<file path="src/rtl/ire_pkg.sv">
package ire_pkg;

    localparam logic [31:0] MSG_BASE = 32'hFEE0_0000;

    typedef struct packed {
        logic [15:0] dest;
        logic        mask;
        logic        level;
        logic        dmode;
        logic [2:0]  dmod;
        logic [7:0]  vec;
    } rte_t;

    localparam rte_t RTE_RESET = '{dest: 16'h0, mask: 1'b1, level: 1'b0,
                                   dmode: 1'b0, dmod: 3'h0, vec: 8'h0};

    function automatic rte_t decode_entry(input logic [63:0] e);
        rte_t r;
        r.dest  = e[63:48];
        r.mask  = e[16];
        r.level = e[15];
        r.dmode = e[11];
        r.dmod  = e[10:8];
        r.vec   = e[7:0];
        return r;
    endfunction

    function automatic logic [31:0] build_addr(input rte_t r);
        return MSG_BASE | {12'h0, r.dest, 1'b0, r.dmode, 2'b00};
    endfunction

    function automatic logic [31:0] build_data(input rte_t r);
        return {16'h0, r.level, 4'h0, r.dmod, r.vec};
    endfunction

endpackage

</file>
<file path="src/rtl/ire_entry_table.sv">
module ire_entry_table
    import ire_pkg::*;
#(
    parameter int NUM_PINS = 24,
    localparam int PIN_W = $clog2(NUM_PINS)
) (
    input  logic                    clk,
    input  logic                    rst,
    input  logic                    cfg_we,
    input  logic [PIN_W-1:0]        cfg_idx,
    input  logic [63:0]             cfg_entry,
    output rte_t [NUM_PINS-1:0]     ent_o,
    output logic [NUM_PINS-1:0]     edge_wr_o
);

    rte_t [NUM_PINS-1:0] ent_q;
    rte_t                new_ent;
    logic                cfg_unused;

    assign new_ent    = decode_entry(cfg_entry);
    assign cfg_unused = ^{cfg_entry[47:17], cfg_entry[14:12]};
    assign ent_o      = ent_q;

    for (genvar i = 0; i < NUM_PINS; i++) begin : g_ent
        logic hit;
        assign hit          = cfg_we && (int'(cfg_idx) == i);
        assign edge_wr_o[i] = hit && !new_ent.level;

        always_ff @(posedge clk) begin
            if (rst) begin
                ent_q[i] <= RTE_RESET;
            end else if (hit) begin
                ent_q[i] <= new_ent;
            end
        end
    end

endmodule

</file>
<file path="src/rtl/ire_pend_track.sv">
module ire_pend_track #(
    parameter int NUM_PINS = 24
) (
    input  logic                       clk,
    input  logic                       rst,
    input  logic [NUM_PINS-1:0]        irq_i,
    input  logic [NUM_PINS-1:0]        mask_i,
    input  logic [NUM_PINS-1:0]        level_i,
    input  logic [NUM_PINS-1:0][7:0]   vec_i,
    input  logic [NUM_PINS-1:0]        load_i,
    input  logic [NUM_PINS-1:0]        edge_wr_i,
    input  logic                       eoi_valid,
    input  logic [7:0]                 eoi_vector,
    output logic [NUM_PINS-1:0]        pend_o,
    output logic [NUM_PINS-1:0]        busy_o
);

    logic [NUM_PINS-1:0] pend_q, busy_q, irq_q, eoi_hit;

    assign pend_o = pend_q;
    assign busy_o = busy_q;

    for (genvar i = 0; i < NUM_PINS; i++) begin : g_pin
        logic rise, pend_d, busy_d;
        assign rise       = irq_i[i] && !irq_q[i];
        assign eoi_hit[i] = eoi_valid && busy_q[i] && (vec_i[i] == eoi_vector);

        always_comb begin
            if (level_i[i]) begin
                pend_d = irq_i[i] ? (pend_q[i] || !busy_q[i]) : 1'b0;
            end else begin
                pend_d = (pend_q[i] && !load_i[i]) || (rise && !mask_i[i]);
            end
            busy_d = ((busy_q[i] && !eoi_hit[i]) || (load_i[i] && level_i[i]))
                     && !edge_wr_i[i];
        end

        always_ff @(posedge clk) begin
            if (rst) begin
                pend_q[i] <= 1'b0;
                busy_q[i] <= 1'b0;
                irq_q[i]  <= 1'b0;
            end else begin
                pend_q[i] <= pend_d;
                busy_q[i] <= busy_d;
                irq_q[i]  <= irq_i[i];
            end
        end
    end

    // a masked edge pin that was idle never becomes pending
    assert_masked_edge_R3: assert property (@(posedge clk) disable iff (rst)
        ((pend_q & $past(mask_i & ~level_i & ~pend_q)) == '0));

    // a matching end-of-interrupt leaves no in-service flag behind
    assert_eoi_clear_R5: assert property (@(posedge clk) disable iff (rst)
        eoi_valid |=> ((busy_q & $past(eoi_hit & ~(load_i & level_i))) == '0));

endmodule

</file>
<file path="src/rtl/ire_rr_pick.sv">
module ire_rr_pick #(
    parameter int NUM_PINS = 24,
    localparam int PIN_W = $clog2(NUM_PINS)
) (
    input  logic [NUM_PINS-1:0] elig_i,
    input  logic [PIN_W-1:0]    start_i,
    output logic                found_o,
    output logic [PIN_W-1:0]    idx_o
);

    always_comb begin
        found_o = 1'b0;
        idx_o   = '0;
        for (int off = 0; off < NUM_PINS; off++) begin
            int cand;
            cand = int'(start_i) + off;
            if (cand >= NUM_PINS) cand = cand - NUM_PINS;
            if (!found_o && elig_i[cand]) begin
                found_o = 1'b1;
                idx_o   = PIN_W'(cand);
            end
        end
    end

endmodule

</file>
<file path="src/rtl/irq_route_engine.sv">
module irq_route_engine
    import ire_pkg::*;
#(
    parameter int NUM_PINS = 24,
    localparam int PIN_W = $clog2(NUM_PINS)
) (
    input  logic                clk,
    input  logic                rst,
    input  logic [NUM_PINS-1:0] irq_i,
    input  logic                cfg_we,
    input  logic [PIN_W-1:0]    cfg_idx,
    input  logic [63:0]         cfg_entry,
    input  logic                eoi_valid,
    input  logic [7:0]          eoi_vector,
    output logic                msg_valid,
    input  logic                msg_ready,
    output logic [31:0]         msg_addr,
    output logic [31:0]         msg_data
);

    rte_t [NUM_PINS-1:0]      ent;
    logic [NUM_PINS-1:0]      edge_wr, pend, busy, elig, load_vec;
    logic [NUM_PINS-1:0]      mask_v, level_v;
    logic [NUM_PINS-1:0][7:0] vec_v;
    logic [PIN_W-1:0]         ptr_q, pick_idx;
    logic                     found, load;
    rte_t                     sel;

    ire_entry_table #(.NUM_PINS(NUM_PINS)) u_table (
        .clk(clk), .rst(rst), .cfg_we(cfg_we), .cfg_idx(cfg_idx),
        .cfg_entry(cfg_entry), .ent_o(ent), .edge_wr_o(edge_wr)
    );

    for (genvar i = 0; i < NUM_PINS; i++) begin : g_fields
        assign mask_v[i]  = ent[i].mask;
        assign level_v[i] = ent[i].level;
        assign vec_v[i]   = ent[i].vec;
    end

    ire_pend_track #(.NUM_PINS(NUM_PINS)) u_track (
        .clk(clk), .rst(rst), .irq_i(irq_i), .mask_i(mask_v),
        .level_i(level_v), .vec_i(vec_v), .load_i(load_vec),
        .edge_wr_i(edge_wr), .eoi_valid(eoi_valid), .eoi_vector(eoi_vector),
        .pend_o(pend), .busy_o(busy)
    );

    assign elig = pend & ~mask_v & (~level_v | ~busy);

    ire_rr_pick #(.NUM_PINS(NUM_PINS)) u_pick (
        .elig_i(elig), .start_i(ptr_q), .found_o(found), .idx_o(pick_idx)
    );

    assign load     = found && !msg_valid;
    assign load_vec = load ? (NUM_PINS'(1) << pick_idx) : '0;
    assign sel      = ent[pick_idx];

    always_ff @(posedge clk) begin
        if (rst) begin
            msg_valid <= 1'b0;
            msg_addr  <= '0;
            msg_data  <= '0;
            ptr_q     <= '0;
        end else if (load) begin
            msg_valid <= 1'b1;
            msg_addr  <= build_addr(sel);
            msg_data  <= build_data(sel);
            ptr_q     <= (pick_idx == PIN_W'(NUM_PINS - 1)) ? '0 : pick_idx + 1'b1;
        end else if (msg_ready) begin
            msg_valid <= 1'b0;
        end
    end

    // an unaccepted message holds
    assert_hold_R7: assert property (@(posedge clk) disable iff (rst)
        (msg_valid && !msg_ready) |=> (msg_valid && $stable(msg_addr) && $stable(msg_data)));

    // a level pin is never loaded while in service
    assert_level_block_R4: assert property (@(posedge clk) disable iff (rst)
        (load && sel.level) |-> !busy[pick_idx]);

    // the chosen pin is pending and unmasked
    assert_pick_valid_R8: assert property (@(posedge clk) disable iff (rst)
        found |-> (pend[pick_idx] && !mask_v[pick_idx]));

    // nothing is presented in the cycle after reset
    assert_reset_idle_R1: assert property (@(posedge clk)
        $past(rst) |-> !msg_valid);

endmodule

</file>
<file path="config.mk">
export PLATFORM = sky130hd
export DESIGN_NAME = irq_route_engine
export DESIGN_NICKNAME = d
export VERILOG_FILES = /design/src/rtl/ire_pkg.sv /design/src/rtl/ire_entry_table.sv /design/src/rtl/ire_pend_track.sv /design/src/rtl/ire_rr_pick.sv /design/src/rtl/irq_route_engine.sv
export SDC_FILE = /design/constraint.sdc
export NUM_CORES = 2
export LEC_CHECK = 0
export BUFFER_PORTS_ARGS = -buffer_cell sky130_fd_sc_hd__buf_2
export CAP_MARGIN = 30
export CORE_AREA = 2 2 282 284
export CTS_BUF_LIST = sky130_fd_sc_hd__clkbuf_8
export CTS_CLUSTER_DIAMETER = 150
export CTS_CLUSTER_SIZE = 8
export DETAILED_ROUTE_END_ITERATION = 10
export DIE_AREA = 0 0 284 286
export PLACE_DENSITY = 0.78
export SLEW_MARGIN = 40
export SYNTH_ARGS = -nofsm -noshare
export SYNTH_HDL_FRONTEND = slang
export SYNTH_SLANG_ARGS = --single-unit
export TNS_END_PERCENT = 20
</file>
<file path="constraint.sdc">
create_clock -name clk -period 5.9 [get_ports clk]
set_input_delay 1.18 -clock clk [delete_from_list [all_inputs] [get_ports clk]]
set_output_delay 1.18 -clock clk [all_outputs]
set_load 0.01 [all_outputs]
</file>
==> results.ini <==
[clock_network]
htree_levels=3
cts_num_sinks=828
root_buffer=clkbuf_8
clock_latency_ns=0.77
hold_buffers=0
clk_pin_slew_worst_paths_ns=0.07
clockBufferDepth=3
cts_inserted_buffers=113
cts_tree=done

[yosys]
async_reset_ff_frac=0
synthXorXnorAreaFrac=0.0420
synth_top_family_by_area=simple AND/OR/NAND/NOR gates
syn-mean-instance-area_um2=7.66
yosys.area_share.simple=0.226
synth.most_common_cell=nand2_1
syn-cell-area_um2=45000
synth.top_cell.area_share=0.368
yosysTopAreaCell=dfxtp_1
ys_ff_latch=828
synth_edf_count=0
yosysUniqueCellTypes=109
synthMuxAreaShare=0.0943
synth-compound-area-share=0.193
synth_flop_cell=dfxtp_1
ys_seq_area_frac=0.368
synthTopCellsByArea=dfxtp_1 37%, nand2_1 14%, a21oi_1 9.1%
synth-adder-area-share=0.0120
synthTopCellsByCount=1,648 x nand2_1, 828 x dfxtp_1, 821 x a21oi_1
synth_cells=5874
ys_warn_count=0

[cells_and_area]
fill_cells=6598
area.growth.synth_to_final_pct=15.7
drive_gt1_frac=0.179
multi_input_area_um2=26500
utilization=0.664
num-nets-final=6330
final-seq-area_um2=16600
stdcell_area_um2=52100

[timing]
timing.final.ws_setup_ns=0.00116
worstMarginPinSlew_ns=0.929
period_needed_ns=5.90
finalSetupTns_ns=0
rsz0062_at_grt=yes
maxSlewViolCount=0
period_share=1.00
setup_viol=0
fmax_mhz=170
hold_violations=0
clock_skew_ns=0.0334
slew_headroom=0.381
fin_hold_ws_ns=0.452

[drt]
wl_per_cell_um=23.7
ant_nets=0
drt_iter0_markers=6298
dr.pass1.iters=9
wirelength_um=172000
via_count=46600
routed_via_density=6.43
drc=0

[worst_setup_path]
cp-end-kind=flop
path_common_cell=buf_4
crit_family=compound AO/OA/AOI/OAI gates
cp-startpoint=ptr_q[1]$_SDFFE_PP0P_
cpPeakStageDelay_ns=0.43
crit_buf_inv=7
cp_cell_sequence=inv_2 -> buf_4 -> ha_1 -> and2_1 -> nand3_1 -> a41oi_1 -> a21oi_1 -> nor4_1 -> buf_4 -> or2_2 -> buf_4 -> nor3_4 -> buf_4 -> nand4b_4 -> o2111ai_4 -> nand2_4 -> inv_12 -> buf_12 -> mux2_2 -> nor2_1 -> a211oi_1 -> a211oi_1 -> a211o_2 -> o21ai_1
crit_type=reg2reg
crit_fanout=9
cp.required_ns=6.52
cp_data_arrival_time_ns=6.52
startpoint_type=flop
reg2reg_from=ptr_q[1]$_SDFFE_PP0P_
crit_slowest_cell=a21oi_1

[worst_hold_path]
min_path_type=reg2reg
min_from=u_table.ent_o[311]$_SDFFE_PP0P_

[floorplanning]
die_area_um2=81200
io_pins=171
die_x_um=284
start_util=0.574
rows=103
design.core.area_um2=78400
die_y_um=286

[power_and_ir_drop]
p_leak_uw=0.0187
vdd_drop_max_mv=0.209
power_density_nw_per_um2=196

[grt]
grt_first_pass_wirelength_um=253000
grt_pass1_vias=43700
antenna_found_initial=14
grt-ovfl-total=0
grt_max_degree=159
track_usage=0.399

[run_status]
run_status=complete, no violations

[placed_design]
gp_congestion=1.01
dp_hpwl_um=116000
io_buffers=111
preCtsSetupSlack_ns=-0.260
placed_area_um2=49300

[flow_run]
max_cap_violations=0

==> through the flow <==
stage / instances / power, uW
6_report: 7250 / 10200
5_1_grt: 7240 / 10400
4_1_cts: 7211 / 10100
3_5_place_dp: 7090 / 6410
3_3_place_gp: 7089 / 6390
2_1_floorplan: 5898 / 6190
==> kinds of logic after synthesis <==
kind of cell    Yosys count
flops                   828
xor+xnor                214
buf+inv                 635
simple gates           2342
fa+ha+maj                43
mux                     388
compound gates         1423
other cells               1
==> cell usage in the layout, fill, tap and decap left out, types with 25 or more instances in the layout <==
master and n:
nor2_1 128, o22ai_1 25, o21ai_1 31, o21ai_0 85, a211oi_1 90, clkbuf_8 113, buf_4 518, nor3_1 63
nor3b_1 26, conb_1 25, mux2_2 94, nand2b_1 29, xor2_1 171, nand2_1 1647, nand3b_1 37, nand4_1 46
dfxtp_1 825, and2_1 29, mux2i_1 272, a21oi_1 813, a22oi_1 29, nor2b_1 63, xnor2_1 38, a221oi_1 26
ha_1 37, inv_1 107, buf_2 109, nand3_1 104, nor4_1 30, buf_12 37
==> area by class of cell <==
type	instances	share of cell area
Inverter	117	0.00901
Timing Repair inverter	1	0.000168
Multi-Input combinational cell	4436	0.509
Antenna cell	13	0.000625
Clock inverter	8	0.00204
Timing Repair Buffer	684	0.106
Sequential cell	828	0.318
Clock buffer	113	0.0299
Tap cell	1050	0.0252
==> metal layers <==
layer  track usage  share of wire  vias up  wire (um)
li1              -              -    20800          -
met3        0.0799           0.12      909      20200
met5             0        0.00021        -         36
met2         0.632           0.44     3207      75300
met4         0.334          0.097        6      16700
met1         0.467           0.35    21700      59800
==> state kept, by name, summed over array words and instances, names as in the netlist <==
register and flops:
u_table.ent_o 720, msg_data 12, msg_valid 1, u_track.busy_o 24, u_track.pend_o 24, u_track.irq_q 24, ptr_q 5, msg_addr 18
==> power by group <==
part           switching, uW  leakage [uW]  total (uW)  internal (uW)
sequential              29.9       0.00668        5670           5640
combinational            476        0.0112         656            180
clock                   2100      0.000856        3860           1750
==> worst min-delay path, cell delays in order, from the launching register on <==
cell and delay [ns]:
dfxtp_1 0.30, nand2_1 0.05, a21oi_1 0.05
==> path summary, 6_finish.rpt <==
kind / to / slack [ns] / cells past startpoint
max: msg_data[0]$_SDFFE_PP0P_ / 0.001 / 24
min: u_table.ent_o[311]$_SDFFE_PP0P_ / 0.45 / 2
max reg2reg: msg_data[0]$_SDFFE_PP0P_ / 0.001 / 24
min reg2reg: u_table.ent_o[311]$_SDFFE_PP0P_ / 0.45 / 2
==> repair_timing <==
item	4_1_cts	5_1_grt
resized for setup	16	141
setup endpoints to repair	42	80
setup buffers	0	21
cloned	0	7
pin swaps	1	27
Note: power is estimated with default switching activity, not from simulation.
